**config.mk**
```make
export PLATFORM = sky130hd
export DESIGN_NAME = ctl_out_reg
export DESIGN_NICKNAME = d
export VERILOG_FILES = /design/src/rtl/ctl_out_pkg.sv /design/src/rtl/ctl_cfg_regs.sv /design/src/rtl/ctl_bit_cell.sv /design/src/rtl/ctl_out_reg.sv
export SDC_FILE = /design/constraint.sdc
export NUM_CORES = 1
export LEC_CHECK = 0
export BUFFER_PORTS_ARGS = -buffer_cell sky130_fd_sc_hd__buf_4
export CAP_MARGIN = 10
export CORE_MARGIN = 1.5
export CORE_UTILIZATION = 51
export CTS_CLUSTER_SIZE = 14
export DETAILED_ROUTE_END_ITERATION = 7
export PLACE_DENSITY = 0.71
export SETUP_SLACK_MARGIN = 0.05
export SLEW_MARGIN = 20
export SYNTH_ARGS = -nofsm -noshare
export SYNTH_HDL_FRONTEND = slang
export SYNTH_SLANG_ARGS = --single-unit
```
**constraint.sdc**
```tcl
create_clock -name clk -period 1.82 [get_ports clk]
set_input_delay 0 -clock clk [delete_from_list [all_inputs] [get_ports clk]]
set_output_delay 0 -clock clk [all_outputs]
set_load 0.1 [all_outputs]
```
**src/rtl/ctl_out_pkg.sv**
```systemverilog
package ctl_out_pkg;

    typedef enum logic [1:0] {
        MD_DIRECT = 2'b00,
        MD_SYNC   = 2'b01,
        MD_RSVD   = 2'b10,
        MD_PULSE  = 2'b11
    } bit_mode_e;

    typedef enum logic [1:0] {
        ST_IDLE  = 2'b00,
        ST_ARMED = 2'b01,
        ST_FIRE  = 2'b10
    } pulse_st_e;

    localparam int          ADDR_W = 2;
    localparam logic [1:0]  A_CTL  = 2'd0;
    localparam logic [1:0]  A_MLO  = 2'd1;
    localparam logic [1:0]  A_MHI  = 2'd2;
    localparam logic [1:0]  A_CFG  = 2'd3;

endpackage

```
**src/rtl/ctl_cfg_regs.sv**
```systemverilog
module ctl_cfg_regs
    import ctl_out_pkg::*;
#(
    parameter int W = 8
) (
    input  logic              clk,
    input  logic              rst_n,
    input  logic              wr,
    input  logic [ADDR_W-1:0] addr,
    input  logic [W-1:0]      wdata,
    output logic [W-1:0]      mode_lo,
    output logic [W-1:0]      mode_hi,
    output logic              reach
);

    // Mode and reach registers; the external reset never touches these.
    always_ff @(posedge clk or negedge rst_n) begin
        if (!rst_n) begin
            mode_lo <= '0;
            mode_hi <= '0;
            reach   <= 1'b0;
        end else if (wr) begin
            unique case (addr)
                A_MLO:   mode_lo <= wdata;
                A_MHI:   mode_hi <= wdata;
                A_CFG:   reach   <= wdata[0];
                default: ;
            endcase
        end
    end

endmodule

```
**src/rtl/ctl_bit_cell.sv**
```systemverilog
module ctl_bit_cell
    import ctl_out_pkg::*;
(
    input  logic       clk,
    input  logic       rst_n,
    input  logic [1:0] mode,
    input  logic       smp_en,
    input  logic       ext_rst,
    input  logic       reach,
    input  logic       wr,
    input  logic       wbit,
    output logic       stored,
    output logic       out
);

    bit_mode_e md;
    pulse_st_e st, st_nx;
    logic      is_pulse, is_sync, deep_rst, fire_ok, o_sync;

    assign md       = bit_mode_e'(mode);
    assign is_pulse = (md == MD_PULSE);
    assign is_sync  = (md == MD_SYNC);
    assign deep_rst = ext_rst && reach;
    assign fire_ok  = smp_en && !ext_rst;

    // State register
    always_ff @(posedge clk or negedge rst_n) begin
        if (!rst_n) st <= ST_IDLE;
        else        st <= st_nx;
    end

    // Next-state logic
    always_comb begin
        st_nx = st;
        if (!is_pulse || deep_rst) begin
            st_nx = ST_IDLE;                        // flush
        end else begin
            unique case (st)
                ST_IDLE:  if (stored) st_nx = fire_ok ? ST_FIRE : ST_ARMED;
                ST_ARMED: if (fire_ok) st_nx = ST_FIRE;   // launch
                ST_FIRE: begin
                    if (ext_rst)     st_nx = ST_ARMED;    // abort
                    else if (smp_en) st_nx = ST_IDLE;     // expire
                end
                default:  st_nx = ST_IDLE;
            endcase
        end
    end

    // Stored bit: pending pulses lock out writes, expiry clears it
    always_ff @(posedge clk or negedge rst_n) begin
        if (!rst_n) begin
            stored <= 1'b0;
        end else if (deep_rst) begin
            stored <= 1'b0;
        end else if (is_pulse) begin
            if (st == ST_FIRE && fire_ok) stored <= 1'b0;
            else if (wr && !stored)       stored <= wbit;
        end else if (wr) begin
            stored <= wbit;
        end
    end

    // Synchronized output stage
    always_ff @(posedge clk or negedge rst_n) begin
        if (!rst_n)      o_sync <= 1'b0;
        else if (ext_rst) o_sync <= 1'b0;
        else if (smp_en)  o_sync <= stored;
    end

    // Output select
    always_comb begin
        unique case (md)
            MD_SYNC:  out = o_sync;
            MD_PULSE: out = (st == ST_FIRE);
            default:  out = wr ? wbit : stored;   // direct and reserved
        endcase
    end

    p_sync_hold_r4: assert property (@(posedge clk) disable iff (!rst_n)
        (is_sync && $past(is_sync) && !$past(smp_en) && !$past(ext_rst)) |-> $stable(out));

    p_fire_ends_r5: assert property (@(posedge clk) disable iff (!rst_n)
        (is_pulse && st == ST_FIRE && smp_en && !ext_rst) |=> (st != ST_FIRE));

    p_pending_reads_one_r6: assert property (@(posedge clk) disable iff (!rst_n)
        (is_pulse && st != ST_IDLE) |-> stored);

    p_ext_out_low_r7: assert property (@(posedge clk) disable iff (!rst_n)
        ((is_sync || is_pulse) && $past(ext_rst) && $past(md) == md) |-> !out);

    p_deep_clear_r8: assert property (@(posedge clk) disable iff (!rst_n)
        deep_rst |=> !stored);

    p_no_retrigger_r10: assert property (@(posedge clk) disable iff (!rst_n)
        (is_pulse && stored && !ext_rst && !(st == ST_FIRE && smp_en)) |=> stored);

endmodule

```
**src/rtl/ctl_out_reg.sv**
```systemverilog
module ctl_out_reg
    import ctl_out_pkg::*;
#(
    parameter int W = 8
) (
    input  logic              clk,
    input  logic              rst_n,
    input  logic              smp_en,
    input  logic              ext_rst,
    input  logic              bus_wr,
    input  logic [ADDR_W-1:0] bus_addr,
    input  logic [W-1:0]      bus_wdata,
    output logic [W-1:0]      bus_rdata,
    output logic [W-1:0]      ctl_out
);

    logic [W-1:0] mode_lo, mode_hi, stored;
    logic         reach, ctl_wr;

    assign ctl_wr = bus_wr && (bus_addr == A_CTL);

    ctl_cfg_regs #(.W(W)) u_cfg (
        .clk     (clk),
        .rst_n   (rst_n),
        .wr      (bus_wr),
        .addr    (bus_addr),
        .wdata   (bus_wdata),
        .mode_lo (mode_lo),
        .mode_hi (mode_hi),
        .reach   (reach)
    );

    for (genvar i = 0; i < W; i++) begin : g_bit
        ctl_bit_cell u_cell (
            .clk     (clk),
            .rst_n   (rst_n),
            .mode    ({mode_hi[i], mode_lo[i]}),
            .smp_en  (smp_en),
            .ext_rst (ext_rst),
            .reach   (reach),
            .wr      (ctl_wr),
            .wbit    (bus_wdata[i]),
            .stored  (stored[i]),
            .out     (ctl_out[i])
        );
    end

    always_comb begin
        unique case (bus_addr)
            A_CTL:   bus_rdata = stored;
            A_MLO:   bus_rdata = mode_lo;
            A_MHI:   bus_rdata = mode_hi;
            default: bus_rdata = {{(W-1){1'b0}}, reach};
        endcase
    end

    p_reset_quiet_r1: assert property (@(posedge clk)
        $rose(rst_n) |-> (stored == '0 && mode_lo == '0 && mode_hi == '0));

endmodule

```
==> impl_metrics.yaml <==
layout:
  num-fill-cells: 446
  syn2layout_area_growth_pct: 18.1
  fin_nets: 323
  layoutNonFillerInstCount: 379
  num_antenna_cells: 0
  drive_gt1_share_pct: 25.2
logic_synthesis:
  synth.largest_area_cell: "dfrtp_1"
  netlist_top_cells_area: "dfrtp_1, mux2_2, mux2i_1, nand2_1, nor2_1"
  ys_async_sr_fraction_pct: 100
  seq_area_frac_synth_pct: 44.5
  syn-mean-instance-area_um2: 9.94
  synth_top_area_share_pct: 44.5
  syn_area_um2: 2750
  synthCells: 277
  yosys_register_bits: 49
  syn-num-nets: 292
  yosys_most_used_dff: "dfrtp_1"
  synth_edf_count: 0
  synth_cell_types: 36
  yosysWarnings: 0
timing:
  setup_violations: 0
  period_needed_ns: 1.59
  fmax_mhz: 630
  drv_slew: 0
  finClkSkew_ns: 0.00703
  slew_headroom_pct: 59.0
  hold_viol_final: 0
  worstMarginPinSlew_ns: 0.615
  rsz0062_at_grt: "false"
  fin_tns_setup_ns: 0
  fin_crit_sh_pct: 87.2
clock_tree:
  clock_latency_ns: 0.30
  post_cts.repair.setup_buffers: 0
  cts.repair.resized: 0
  clkTransAtPathRegs_ns: 0.09
  cts_buffers: 5
  root_buffer: "clkbuf_8"
  holdBufCountCts: 9
  cts_tree: "yes"
  cts_max_level: 2
  clkSinkCount: 49
  clk_path_buf_depth: 2
critical_path:
  r2r_start: "u_cfg.reach"
  timing_worst_setup_path_type: "reg -> out"
  crit_buf_inv: 1
  required_ns: 1.82
  cp_top_family: "multiplexers"
  crit_fanout: 6
  cp_cell_sequence: "mux2_1, mux2_2, buf_4"
  crit_path_top_delay_cell: "dfrtp_1"
  critPathMaxStageDelay_ns: 0.46
  crit_path_end_kind: "output port"
  startpoint_type: "flop"
  crit_start: "g_bit[6].u_cell.stored"
  worstPathArrival_ns: 1.59
run:
  cap_violations: 0
pwr:
  cellLeakagePower_nw: 1.39
  power_density_nw_per_um2: 1100
  ir_drop_mv: 0.973
global_routing:
  grt_pass1_vias: 2082
  grt_max_degree: 50
  antenna_found_initial: 0
  grt_overflow_total: 0
  grt_pass1_wl_um: 10800
  grt_usage_pct: 23.2
floorplan:
  dieArea_um2: 5850
  die_y_um: 76.5
  die_x_um: 76.5
  placementRows: 26
  start_util_pct: 53.2
  fp.coreArea_um2: 5170
  io-pin-count: 31
placement:
  io_buffers: 30
  dp_hpwl_um: 4190
  dp_cells: 362
  gp_congestion: 0.804
detailed_routing:
  firstDrtPassIters: 4
  drcViolationCount: 0
  drt-initial-drc-count: 98
  viasPerCell: 5.93
  post_drt_wl_per_cell_um: 16.7
  vias: 2248
  routed_wl_um: 6320
  detail-route-antenna-nets: 0
hold_path:
  hp-class: "in -> reg"
  hold_path.startpoint: "bus_wr"
status:
  status: "finished, final reports clean"
kinds of logic (layout without fill, tap and decap cells):
| family | after synthesis | after routing | share of synthesized area (%) |
|---|---|---|---|
| AO/OA/AOI/OAI | 58 | 58 | 14.2 |
| multiplexers | 47 | 47 | 18.7 |
| AND/OR/NAND/NOR | 97 | 97 | 17.8 |
| flip-flops | 49 | 49 | 44.5 |
| buffers and inverters | 26 | 58 | 4.77 |
power breakdown:
| group | leakage (nW) | total, mW | internal (mW) | switching (mW) |
|---|---|---|---|---|
| Clock | 0.0681 | 0.918 | 0.546 | 0.372 |
| Combinational | 0.681 | 1.27 | 0.398 | 0.868 |
| Sequential | 0.639 | 1.39 | 1.22 | 0.177 |
| Total | 1.39 | 3.58 | 2.16 | 1.42 |
sequential cells by signal, indices dropped and copies added (netlist names):
signal and flops:
g_bit.u_cell.o_sync 8, g_bit.u_cell.st 16, g_bit.u_cell.stored 8, u_cfg.mode_hi 8
u_cfg.mode_lo 8, u_cfg.reach 1
area by class of cell:
type / count / area, um2 / area share [%]
inverters: 4 / 15.0 / 0.462
clock buffers: 5 / 68.8 / 2.12
repair buffers: 46 / 368 / 11.3
flip-flops and latches: 49 / 1230 / 37.7
well taps: 70 / 87.6 / 2.69
clock inverters: 3 / 65.1 / 2.00
multi-input cells: 202 / 1420 / 43.7
stage by stage:
step	util [%]	hold slack, ns	power [mW]	instance area, um2	worst slack (ns)
after detailed placement	58.6	0.0598	2.66	3030	0.267
final	62.9	0.0646	3.58	3250	0.232
after global placement	58.6	0.0683	2.65	3030	0.298
after floorplan	-	-0.296	2.42	2780	0.502
after global routing	62.9	0.0613	3.75	3250	0.183
after CTS	62.9	0.0556	3.60	3250	0.211
placed cells by master, fill, tap and decap left out, types with 5 or more instances in the layout:
cell type	Yosys	routed
dfrtp_1	49	49
buf_4	8	37
nand2_1	25	25
mux2_2	23	23
nor2_1	22	22
mux2i_1	20	20
a21oi_1	15	15
nor3_1	13	13
nand2b_1	11	11
dlygate4sd3_1	0	9
nor3b_1	8	8
o21ai_2	0	7
a32oi_1	5	5
clkbuf_8	0	5
synth_stat cells (2+ instances only):
library cell / instances
and2_1: 2
o2111ai_1: 3
mux2i_1: 20
mux2_1: 3
dfrtp_1: 49
clkbuf_1: 11
o32ai_1: 2
nand3b_1: 4
a211oi_1: 4
o22ai_1: 4
a21oi_1: 15
nor4_1: 4
o211ai_1: 2
inv_1: 4
a32oi_1: 5
mux2_2: 23
nand3_1: 2
o21bai_1: 3
nand2_1: 25
nor3_1: 13
nand2b_1: 11
o41ai_1: 4
nor3b_1: 8
nor2_1: 22
buf_4: 8
buf_2: 3
nor2b_1: 4
o21ai_0: 11
metal layers:
layer | vias up | wire length, um | global-route usage (%)
met3 | 9 | 305 | 4.19
met4 | 0 | 89 | 7.04
met5 | - | 0 | 0
met2 | 64 | 2930 | 35.9
met1 | 1108 | 3000 | 33.3
li1 | 1067 | - | -
path summary, 6_finish.rpt:
check / endpoint / slack, ns / cells past startpoint
max: ctl_out[6] / 0.23 / 3
min: u_cfg.reach / 0.06 / 3
max reg2reg: g_bit[1].u_cell.st[0] / 0.47 / 3
min reg2reg: g_bit[6].u_cell.st[0] / 0.51 / 1
max in group asynchronous: u_cfg.mode_hi[6] / 1.17 / 2
min in group asynchronous: g_bit[3].u_cell.st[1] / 0.25 / 2
worst min-delay path, cell delays in order:
cell	delay, ns
buf_4	0.13
nand3_1	0.07
mux2_2	0.14
Power figures use the tool's default switching activity.
